===== src/rtl/sensor_tsg_pkg.sv =====
package sensor_tsg_pkg;
    localparam int POS_W = 4;
    localparam int OFS_W = 4;
    localparam int LEN_W = 4;
    localparam int QT_W  = 5;
    localparam int AUX_N = 3;

    typedef struct packed {
        logic [POS_W-1:0] dclk_rise;
        logic [POS_W-1:0] dclk_fall;
        logic [POS_W-1:0] sp_rise;
        logic [POS_W-1:0] sp_fall;
        logic [OFS_W-1:0] sp_delay;
        logic [LEN_W-1:0] sp_len;
        logic [QT_W-1:0]  quiet_len;
        logic [AUX_N-1:0] freeze_en;
    } tsg_cfg_t;
endpackage


===== src/rtl/sensor_tsg_count.sv =====
module sensor_tsg_count #(
    parameter int DOT_SLOTS = 16,
    parameter int LINE_PIX  = 34,
    localparam int SLOT_W = $clog2(DOT_SLOTS),
    localparam int PIX_W  = $clog2(LINE_PIX)
) (
    input  logic              clk,
    input  logic              rst_n,
    output logic [SLOT_W-1:0] slot_o,
    output logic [PIX_W-1:0]  pix_o,
    output logic              line_end_o
);
    typedef struct packed {
        logic [SLOT_W-1:0] slot;
        logic [PIX_W-1:0]  pix;
    } cnt_t;

    cnt_t cnt_d, cnt_q;
    logic slot_last, pix_last;

    always_comb begin
        cnt_d     = cnt_q;
        slot_last = (cnt_q.slot == SLOT_W'(DOT_SLOTS - 1));
        pix_last  = (cnt_q.pix == PIX_W'(LINE_PIX - 1));
        if (slot_last) begin
            cnt_d.slot = '0;
            cnt_d.pix  = pix_last ? '0 : cnt_q.pix + PIX_W'(1);
        end else begin
            cnt_d.slot = cnt_q.slot + SLOT_W'(1);
        end
    end

    always_ff @(posedge clk or negedge rst_n) begin
        if (!rst_n) cnt_q <= '0;
        else        cnt_q <= cnt_d;
    end

    assign slot_o     = cnt_q.slot;
    assign pix_o      = cnt_q.pix;
    assign line_end_o = slot_last && pix_last;

    assert_pix_range_R1: assert property (@(posedge clk) disable iff (!rst_n)
        int'(cnt_q.pix) < LINE_PIX);

    assert_pix_step_R1: assert property (@(posedge clk) disable iff (!rst_n)
        slot_last |=> cnt_q.pix != $past(cnt_q.pix));
endmodule


===== src/rtl/sensor_tsg_shadow.sv =====
module sensor_tsg_shadow
    import sensor_tsg_pkg::*;
(
    input  logic     clk,
    input  logic     rst_n,
    input  logic     load_i,
    input  tsg_cfg_t cfg_i,
    output tsg_cfg_t cfg_o
);
    typedef struct packed {
        tsg_cfg_t cfg;
    } shd_t;

    shd_t shd_d, shd_q;

    always_comb begin
        shd_d = shd_q;
        if (load_i) shd_d.cfg = cfg_i;
    end

    always_ff @(posedge clk or negedge rst_n) begin
        if (!rst_n) shd_q <= '0;
        else        shd_q <= shd_d;
    end

    assign cfg_o = shd_q.cfg;
endmodule


===== src/rtl/sensor_tsg_wave.sv =====
module sensor_tsg_wave
    import sensor_tsg_pkg::*;
#(
    parameter int DOT_SLOTS = 16,
    parameter int LINE_PIX  = 34,
    localparam int SLOT_W = $clog2(DOT_SLOTS),
    localparam int PIX_W  = $clog2(LINE_PIX)
) (
    input  logic              clk,
    input  logic              rst_n,
    input  logic [SLOT_W-1:0] slot_i,
    input  logic [PIX_W-1:0]  pix_i,
    input  tsg_cfg_t          cfg_i,
    input  logic [AUX_N-1:0]  aux_req_i,
    output logic              dot_clk_o,
    output logic              start_o,
    output logic [AUX_N-1:0]  aux_o
);
    localparam int CW  = (SLOT_W > POS_W) ? SLOT_W : POS_W;
    localparam int PWB = (PIX_W > QT_W + 1) ? PIX_W : QT_W + 1;
    localparam int PW  = PWB + 1;

    typedef struct packed {
        logic             dot;
        logic             start;
        logic [AUX_N-1:0] aux;
    } wav_t;

    wav_t wav_d, wav_q;
    logic [CW-1:0] s;
    logic [PW-1:0] p, dly, endp, qend;
    logic          started, not_ended, quiet;

    function automatic logic in_span(logic [CW-1:0] at, logic [CW-1:0] r, logic [CW-1:0] f);
        if (r == f)     return 1'b0;
        else if (r < f) return (at >= r) && (at < f);
        else            return (at >= r) || (at < f);
    endfunction

    always_comb begin
        wav_d     = wav_q;
        s         = CW'(slot_i);
        p         = PW'(pix_i);
        dly       = PW'(cfg_i.sp_delay);
        endp      = dly + PW'(cfg_i.sp_len) + PW'(1);
        qend      = dly + PW'(cfg_i.quiet_len);
        started   = (p > dly) || ((p == dly) && (s >= CW'(cfg_i.sp_rise)));
        not_ended = (p < endp) || ((p == endp) && (s < CW'(cfg_i.sp_fall)));
        quiet     = (cfg_i.quiet_len != '0) && (p >= dly) && (p < qend);

        wav_d.dot   = in_span(s, CW'(cfg_i.dclk_rise), CW'(cfg_i.dclk_fall));
        wav_d.start = started && not_ended;
        for (int i = 0; i < AUX_N; i++) begin
            wav_d.aux[i] = (quiet && cfg_i.freeze_en[i]) ? wav_q.aux[i] : aux_req_i[i];
        end
    end

    always_ff @(posedge clk or negedge rst_n) begin
        if (!rst_n) wav_q <= '0;
        else        wav_q <= wav_d;
    end

    assign dot_clk_o = wav_q.dot;
    assign start_o   = wav_q.start;
    assign aux_o     = wav_q.aux;
endmodule


===== src/rtl/sensor_timing_gen.sv =====
module sensor_timing_gen
    import sensor_tsg_pkg::*;
#(
    parameter int DOT_SLOTS = 16,
    parameter int LINE_PIX  = 34
) (
    input  logic             clk,
    input  logic             rst_n,
    input  logic [POS_W-1:0] dclk_rise_i,
    input  logic [POS_W-1:0] dclk_fall_i,
    input  logic [POS_W-1:0] strt_rise_i,
    input  logic [POS_W-1:0] strt_fall_i,
    input  logic [OFS_W-1:0] strt_delay_i,
    input  logic [LEN_W-1:0] strt_len_i,
    input  logic [QT_W-1:0]  quiet_len_i,
    input  logic [AUX_N-1:0] freeze_en_i,
    input  logic [AUX_N-1:0] aux_req_i,
    output logic             dot_clk_o,
    output logic             line_start_o,
    output logic [AUX_N-1:0] aux_o
);
    localparam int SLOT_W = $clog2(DOT_SLOTS);
    localparam int PIX_W  = $clog2(LINE_PIX);

    tsg_cfg_t          cfg_in, cfg_act;
    logic [SLOT_W-1:0] slot;
    logic [PIX_W-1:0]  pix;
    logic              line_end;

    always_comb begin
        cfg_in.dclk_rise = dclk_rise_i;
        cfg_in.dclk_fall = dclk_fall_i;
        cfg_in.sp_rise   = strt_rise_i;
        cfg_in.sp_fall   = strt_fall_i;
        cfg_in.sp_delay  = strt_delay_i;
        cfg_in.sp_len    = strt_len_i;
        cfg_in.quiet_len = quiet_len_i;
        cfg_in.freeze_en = freeze_en_i;
    end

    sensor_tsg_count #(.DOT_SLOTS(DOT_SLOTS), .LINE_PIX(LINE_PIX)) u_count (
        .clk(clk), .rst_n(rst_n), .slot_o(slot), .pix_o(pix), .line_end_o(line_end)
    );

    sensor_tsg_shadow u_shadow (
        .clk(clk), .rst_n(rst_n), .load_i(line_end), .cfg_i(cfg_in), .cfg_o(cfg_act)
    );

    sensor_tsg_wave #(.DOT_SLOTS(DOT_SLOTS), .LINE_PIX(LINE_PIX)) u_wave (
        .clk(clk), .rst_n(rst_n), .slot_i(slot), .pix_i(pix), .cfg_i(cfg_act),
        .aux_req_i(aux_req_i), .dot_clk_o(dot_clk_o), .start_o(line_start_o), .aux_o(aux_o)
    );

    assert_cfg_hold_R8: assert property (@(posedge clk) disable iff (!rst_n)
        !line_end |=> $stable(cfg_act));

    assert_dclk_flat_R4: assert property (@(posedge clk) disable iff (!rst_n)
        (cfg_act.dclk_rise == cfg_act.dclk_fall) |=> !dot_clk_o);

    assert_start_rise_R5: assert property (@(posedge clk) disable iff (!rst_n)
        $rose(line_start_o) |-> int'($past(pix)) == int'($past(cfg_act.sp_delay)));

    assert_follow_R7: assert property (@(posedge clk) disable iff (!rst_n)
        (cfg_act.quiet_len == '0) |=> aux_o == $past(aux_req_i));

    for (genvar g = 0; g < AUX_N; g++) begin : g_frz
        assert_freeze_hold_R6: assert property (@(posedge clk) disable iff (!rst_n)
            (cfg_act.freeze_en[g] && cfg_act.quiet_len != '0 &&
             int'(pix) == int'(cfg_act.sp_delay)) |=> $stable(aux_o[g]));
    end
endmodule


===== config.mk =====
export PLATFORM = sky130hd
export DESIGN_NAME = sensor_timing_gen
export DESIGN_NICKNAME = d
export VERILOG_FILES = /design/src/rtl/sensor_tsg_pkg.sv /design/src/rtl/sensor_tsg_count.sv /design/src/rtl/sensor_tsg_shadow.sv /design/src/rtl/sensor_tsg_wave.sv /design/src/rtl/sensor_timing_gen.sv
export SDC_FILE = /design/constraint.sdc
export NUM_CORES = 1
export LEC_CHECK = 0
export ABC_AREA = 1
export BUFFER_PORTS_ARGS = -buffer_cell sky130_fd_sc_hd__buf_2
export CAP_MARGIN = 10
export CELL_PAD_IN_SITES_DETAIL_PLACEMENT = 1
export CELL_PAD_IN_SITES_GLOBAL_PLACEMENT = 2
export CORE_MARGIN = 2
export CORE_UTILIZATION = 30
export CTS_CLUSTER_SIZE = 14
export DETAILED_ROUTE_END_ITERATION = 8
export PLACE_DENSITY = 0.7
export SETUP_SLACK_MARGIN = 0.5
export SLEW_MARGIN = 20
export SYNTH_ARGS = -nofsm -noshare
export SYNTH_HDL_FRONTEND = slang
export SYNTH_SLANG_ARGS = --single-unit

===== constraint.sdc =====
create_clock -name clk -period 6.1 [get_ports clk]
set_input_delay 0 -clock clk [delete_from_list [all_inputs] [get_ports clk]]
set_output_delay 0 -clock clk [all_outputs]
set_load 0.01 [all_outputs]

; ---- Yosys cells after proc, flatten, opt, wreduce, memory -nomap -nowiden
; Index checks and enable logic that the tools add are counted.
[op_classes]
n_reduce_logical = 14
mux = 4
magnitude_cmp = 9
n_eq_ne = 5
n_addsub = 5
[op_table]
columns = cell, n
row1 = $lt 6x7->1, 2
row2 = $lt 4x4->1, 3
row3 = $logic_and 1x1->1, 10
row4 = $ge 4x4->1, 2
row5 = $add 7x1->7 const B, 1
row6 = $eq 6x7->1, 1
row7 = $add 4x5->6, 1
row8 = $add 6x1->6 const B, 1
row9 = $eq 6x4->1, 1
row10 = $eq 6x6->1 const B, 1
row11 = $ge 6x4->1, 1
row12 = $gt 6x4->1, 1
row13 = $mux 6, 1
row14 = $add 4x4->5, 1
row15 = $reduce_bool 5->1, 1
row16 = $add 4x1->4 const B, 1
row17 = $eq 4x4->1, 1
row18 = $eq 4x4->1 const B, 1
row19 = $mux 4, 1
row20 = $logic_or 1x1->1, 3
row21 = $mux 1, 2
[totals]
inputBits = 37
ff_bits = 47

; ---- Depth between registers and ports, before layout
; Gate-level depths: netlist of the first run.
[logic_depth]
depth_word = 6
mapped_depth = 16
ltp_nobuf = 16

; ---- Cells and area by module
; From an unflattened synthesis of the first run, not the netlist that was laid out.
[hier_totals]
hier_cells = 392
area_unflattened_um2 = 3190.6
[by_module_without_submodules]
columns = mod, cells_per_inst, area_per_inst_um2, n_inst
row1 = sensor_tsg_wave, 201, 1380.1, 1
row2 = sensor_tsg_shadow, 136, 1292.5, 1
row3 = sensor_tsg_count, 55, 518.0, 1

; ---- Worst setup path before layout of the first run
; No wires, ideal clock.
[synth_timing]
path_kind = register to register
startpoint = register u_shadow.shd_q (netlist bit u_shadow.cfg_o[12])
endpoint = register u_wave.wav_q (netlist bit u_wave.start_o)
setup_time_ns = 0.062
t_arrival_ns = 2.337
stages_incl_launch_ff = 17
setup_slack_ns = 3.701
period_less_slack_ns = 2.399
path_buffers = 0
path_cell_list = dfrtp_1 -> ha_1 -> fa_1 -> ha_1 -> inv_1 -> nor2_1 -> inv_1 -> nor2_1 -> xnor2_1 -> ha_1 -> nand2_1 -> inv_1 -> a21boi_0 -> nand2_1 -> nand2_1 -> nand2_1 -> inv_1
[synth_rtl]
columns = element, line_no
row1 = "start, declared", sensor_tsg_shadow.sv:14  ; shd_t shd_d, shd_q;
row2 = "start signal, assigned", sensor_tsg_shadow.sv:22  ; if (!rst_n) shd_q <= '0;
row3 = "start signal, assigned", sensor_tsg_shadow.sv:23  ; else shd_q <= shd_d;
row4 = "end signal, assigned", sensor_tsg_wave.sv:60  ; else wav_q <= wav_d;
row5 = "end, declared", sensor_tsg_wave.sv:29  ; wav_t wav_d, wav_q;

==> impl_results.md, run 1 <==
* Full die area at 11300 um2
* Rel. slew slack at 54.6%
* Clk_skew at 6.19 ps
* Fillers at 1243
* Critical path class: reg -> reg
* WL per Instance at 13.0 um
* Critical Path Source: u_shadow.cfg_o[12]$_DFFE_PN0P_
* Worst VDD drop at 110 uV
* Dpl cells at 558
* Layout area overhead at 25.9%
* Reg2reg path depth at 16
* Initial DRC count at 45
* Worst path required time at 6350 ps
* Most frequent cells in the layout: 109 x nand2_1, 54 x inv_1, 47 x dfrtp_1
* YS warnings at 0
* Initial Util at 30.7%
* Setup TNS at 0 ps
* WP data arrival at 2930 ps
* Clk pin slew, worst setup/hold paths at 90 ps
* Post-cts resize count at 0
* Worst setup SP type: flop
* Status: complete, no violations
* FF+latch count, synth at 47
* Final worst path period share at 43.8%
* Storage element area at 1180 um2
* Commonest non-fill, non-tap cell in the layout: nand2_1
* Drc violations at 0
* Mapped Nets at 471
* Fmax at 0.374 GHz
* Final Hold Viols at 0
* Vias at 2733
* Worst-skew pair later-pin latency at 310 ps
* CORE AREA at 10200 um2
* Deepest clock path buffer count at 2
* Post-Syn Instances at 387
* Area of the multi-input gates at 1690 um2
* Yosys top cell by area: dfrtp_1
* Max cap viols at 0
* Ant diodes at 0
* Worst hold path class: in -> async
* DP HPWL at 5.91 mm
* Drt via density at 4.54
* PwrDens at 159 nW/um2
* Worst slew pin tran at 681 ps
* Synth Cell Area at 3140 um2
* Chip Height at 106 um
* Layout cell share with drive strength beyond 1 at 12.4%
* Port Buffers at 41
* Drt first pass iters at 4
* All-Layer GR Usage at 15.3%
* Endpoints failing setup at 0
* GPL Wtd Cong at 0.735
* Largest net degree at the start of global routing at 56
* Antenna violations before repair at 0
* Largest cells by area after synthesis: dfrtp_1 37%, ha_1 18%, nand2_1 13%
* Tmin final at 2670 ps
* Worst setup EP type: flop
* Cell variety after synth at 31
* Number of buffers created by CTS at 5
* FP Rows at 37
* Sequential share of the synthesized area at 37.5%
* Syn avg cell area at 8.12 um2
* Critical Path Fanout Max at 4
* IO Pins at 42
* CTS tree: yes
* TritonCTS Sinks at 47
* Slew Viols, Final at 0
* Proportion of netlist area held by the largest area contributor at 37.5%
* Root Driver: clkbuf_8
* Total global routing overflow at 0
* Nets at 549
* First-pass GRT wire length at 13.7 mm
* RR Startpoint: u_shadow.cfg_o[12]$_DFFE_PN0P_
* H-tree depth at 2
* Antenna Violating Nets Remaining at 0
* Leak Pwr at 2.07 nW
* Vias in the first global route at 2947
* Cell Count, Final, Fillers Out at 602
* RSZ-0062 raised after global routing: no
* Post-CTS setup buffers at 0
* Final wirelength at 7.86 mm
* Hold buffer count at cts at 36
* Die Span X at 106 um
[cell type report]
type | count | area share [%]
repair buffers | 78 | 14.5
well taps | 136 | 4.31
inverters | 55 | 5.22
clock buffers | 6 | 1.84
clock inverters | 2 | 1.52
flip-flops and latches | 47 | 29.8
multi-input cells | 278 | 42.9
[critical path, cell delays in order (launching register included)]
cell,delay (ps)
dfrtp_1,440
ha_1,240
fa_1,530
ha_1,150
inv_1,50
nor2_1,100
inv_1,60
nor2_1,140
xnor2_1,140
ha_1,250
nand2_1,90
inv_1,50
a21boi_0,160
nand2_1,70
nand2_1,60
nand2_1,40
inv_1,40
[Yosys cell counts]
cell,n
o21ai_2,3
nor3_2,1
nand3_1,17
clkbuf_1,2
inv_1,54
fa_1,2
nor3_1,1
and3_1,1
nor2_4,1
nor2_8,1
a21boi_0,1
xnor2_1,2
inv_2,1
nand2_2,1
o21ai_1,1
o21ai_0,33
nor2_1,24
nand3b_1,1
ha_1,45
nand2_1,109
nand3_2,1
a21oi_1,15
xor2_1,6
o22ai_1,1
o21bai_1,1
buf_6,5
nand4_1,7
dfrtp_1,47
o221ai_1,1
nor3b_1,1
a21o_1,1
[flip-flops by register name (all words and copies together), names as in the netlist]
name              flops
u_count.pix_o         6
u_count.slot_o        4
u_shadow.cfg_o       32
u_wave.aux_o          3
u_wave.dot_clk_o      1
u_wave.start_o        1
[path summary, 6_finish.rpt]
check,endpoint,slack (ps)
worst max-delay path,u_wave.start_o$_DFF_PN0_,3430
worst min-delay path,u_wave.dot_clk_o$_DFF_PN0_,320
worst max register to register,u_wave.start_o$_DFF_PN0_,3430
worst min register to register,u_wave.aux_o[2]$_DFFE_PN0N_,530
max in group asynchronous,u_shadow.cfg_o[19]$_DFFE_PN0P_,5340
min in group clk,u_wave.aux_o[2]$_DFFE_PN0N_,410
[metal layers]
metal | track usage [%] | vias up | wire length [um]
met5 | 0 | - | 0
met3 | 2.21 | 4 | 153
met2 | 27.4 | 27 | 3830
met4 | 3.10 | 0 | 57
li1 | - | 1401 | -
met1 | 19.5 | 1301 | 3820
[power by group]
part | switching (mW) | internal, mW | total, mW
registers | 0.000534 | 0.312 | 0.313
logic | 0.0135 | 0.0243 | 0.0378
clock network | 0.115 | 0.164 | 0.279
total | 0.129 | 0.501 | 0.630
[cell families after synthesis]
| family | after synthesis | share of synthesized area, % |
|---|---|---|
| AOI/OAI and AO/OA | 57 | 9.84 |
| DFF | 47 | 37.5 |
| and+or+nand+nor | 166 | 22.7 |
| buffers and inverters | 62 | 8.61 |
| adders and majority gates | 47 | 19.2 |
| xor gates and xnor gates | 8 | 2.23 |
[per-stage QoR]
stage / setup slack, ps / hold slack (ps) / utilization, % / power, mW / instance area (um2)
floorplan: 3700 / -296 / - / 0.320 / 3140
global placement: 3590 / 153 / 33.8 / 0.340 / 3460
detailed placement: 3450 / 159 / 33.8 / 0.340 / 3460
CTS: 3420 / 361 / 38.6 / 0.636 / 3950
global route: 3170 / 414 / 38.6 / 0.651 / 3950
finish: 3430 / 323 / 38.6 / 0.630 / 3950
No activity file was read; power rests on OpenSTA's default activity.
==> inputs of run 2 (changes only) <==
==> constraint.sdc (replaced) <==
create_clock -name clk -period 2.6 [get_ports clk]
set_input_delay 0 -clock clk [delete_from_list [all_inputs] [get_ports clk]]
set_output_delay 0 -clock clk [all_outputs]
set_load 0.01 [all_outputs]
==> impl_results.md, run 2 (synthesized netlist as in run 1, its figures left out) <==
* Slowest cell on crit path: fa_1
* Worst path required time at 2860 ps
* Final WS setup at 120 ps
* Rel. slew slack at 49.5%
* Max reg flops at 32
* Critical Path Fanout Max at 2
* Antenna Violating Nets Remaining at 0
* Worst VDD drop at 231 uV
* CP dominant cell by count: nand2_1
* Worst slew pin tran at 757 ps
* Reg-to-Reg End: u_wave.start_o$_DFF_PN0_
* Layout cell share with drive strength beyond 1 at 18.4%
* Vias at 2848
* GPL Wtd Cong at 0.789
* WP data arrival at 2740 ps
* Chip Height at 106 um
* RR Startpoint: u_shadow.cfg_o[12]$_DFFE_PN0P_
* Deepest clock path buffer count at 2
* Internal Pwr Total at 0.983 mW
* Antenna violations before repair at 0
* Most frequent cells in the layout: 106 x nand2_1, 52 x inv_1, 47 x dfrtp_1
* Drt first pass iters at 4
* R2R setup slack at 120 ps
* Worst setup SP type: flop
* Fmax at 0.403 GHz
* Commonest non-fill, non-tap cell in the layout: nand2_1
* Combinational fraction of design power at 6.9%
* PwrDens at 319 nW/um2
* Endpoints failing setup at 0
* FP Rows at 37
* Critical Path Source: u_shadow.cfg_o[12]$_DFFE_PN0P_
* Vias in the first global route at 3014
* DP HPWL at 6.37 mm
* Clk pwr share at 36.6%
* Full die area at 11300 um2
* Final Hold Viols at 0
* Initial Util at 30.7%
* Clk pin slew, worst setup/hold paths at 100 ps
* First-pass GRT wire length at 14.3 mm
* Port Buffers at 41
* Sw Ratio at 24.4%
* Worst setup EP type: flop
* Root Driver: clkbuf_8
* Setup TNS at 0 ps
* Critical path class: reg -> reg
* Overall Power at 1.30 mW
* TritonCTS Sinks at 47
* WL per Instance at 14.1 um
* IO Pins at 42
* H-tree depth at 2
* Layout area overhead at 29.9%
* Clk_skew at 10.1 ps
* Ant diodes at 0
* Largest delay contributor family on the critical path: adder cells
* Status: complete, no violations
* Tmin final at 2480 ps
* Worst hold path class: in -> async
* Initial DRC count at 93
* Nets at 561
* Drc violations at 0
* Leak Pwr at 2.11 nW
* Critical-path cell list: ha_2 -> fa_1 -> ha_2 -> inv_2 -> nor2_2 -> inv_1 -> nor2_1 -> xnor2_1 -> ha_1 -> nand2_2 -> inv_2 -> a21boi_1 -> nand2_1 -> nand2_1 -> nand2_1 -> inv_1
* Sequential Power Share at 56.5%
* Storage element area at 1180 um2
* Crit path buffers/inverters at 4
* Max cap viols at 0
* Drt via density at 4.64
* Die Span X at 106 um
* All-Layer GR Usage at 16.1%
* Final wirelength at 8.68 mm
* Number of buffers created by CTS at 5
* Area of the multi-input gates at 1770 um2
* Fillers at 1248
* RSZ-0062 raised after global routing: yes
* CTS tree: yes
* Largest net degree at the start of global routing at 31
* Slew Viols, Final at 0
* Place WS at 98.6 ps
* Final worst path period share at 95.4%
* Switching pwr at 0.317 mW
* CORE AREA at 10200 um2
* Total global routing overflow at 0
* Worst-skew pair later-pin latency at 310 ps
* Reg2reg path depth at 16
* Crit path largest cell delay at 560 ps
==> run 2: how the worst max path moves through the flow <==
stage / end / slack, ps / cells after the start
final: u_wave.start_o$_DFF_PN0_ / 120 / 16
after global routing: u_wave.start_o$_DFF_PN0_ / -40 / 16
after CTS: u_wave.start_o$_DFF_PN0_ / 140 / 16
after detailed placement: u_wave.start_o$_DFF_PN0_ / 100 / 16
after global placement: u_wave.start_o$_DFF_PN0_ / 90 / 12
after floorplan: u_wave.start_o$_DFF_PN0_ / 270 / 16
==> run 2: cell type report <==
type,instances,share of cell area (%)
inverter,55,5.06
clock buffer,5,1.69
sequential,47,28.8
clock inverter,3,0.583
multi-input combinational,279,43.3
timing repair buffer,89,16.4
tap,136,4.17
==> run 2: layer usage <==
metal  GRT usage [%]  vias to the layer above  share of wire (%)
met4            3.95                        0               0.99
met5               0                        -                  0
met3            2.02                        5                1.8
li1                -                     1432                  -
met2            28.5                       29                 50
met1            20.8                     1382                 47
==> run 2: timing repair <==
item,CTS,global route
gates resized for setup,0,14
buffers inserted,2,6
setup endpoints to repair,4,26
cloned,0,1
hold endpoints to repair,64,0
pin swaps,0,18
hold buffers,36,0
==> run 2: power groups by stage <==
stage	combinational [mW]	sequential [mW]	clock [mW]
2_1_floorplan	0.00177	0.750	0
3_3_place_gp	0.0497	0.749	0
3_5_place_dp	0.0508	0.748	0
4_1_cts	0.0916	0.734	0.503
5_1_grt	0.100	0.735	0.528
6_report	0.0902	0.734	0.476
==> run 2: through the flow <==
step | instances | hold slack [ps] | utilization, % | cell area (um2)
6_report | 614 | 296 | 39.9 | 4080
5_1_grt | 614 | 360 | 39.9 | 4080
4_1_cts | 607 | 312 | 38.9 | 3980
3_5_place_dp | 561 | 122 | 34.3 | 3510
3_3_place_gp | 561 | 118 | 34.3 | 3510
2_1_floorplan | 387 | -296 | - | 3160
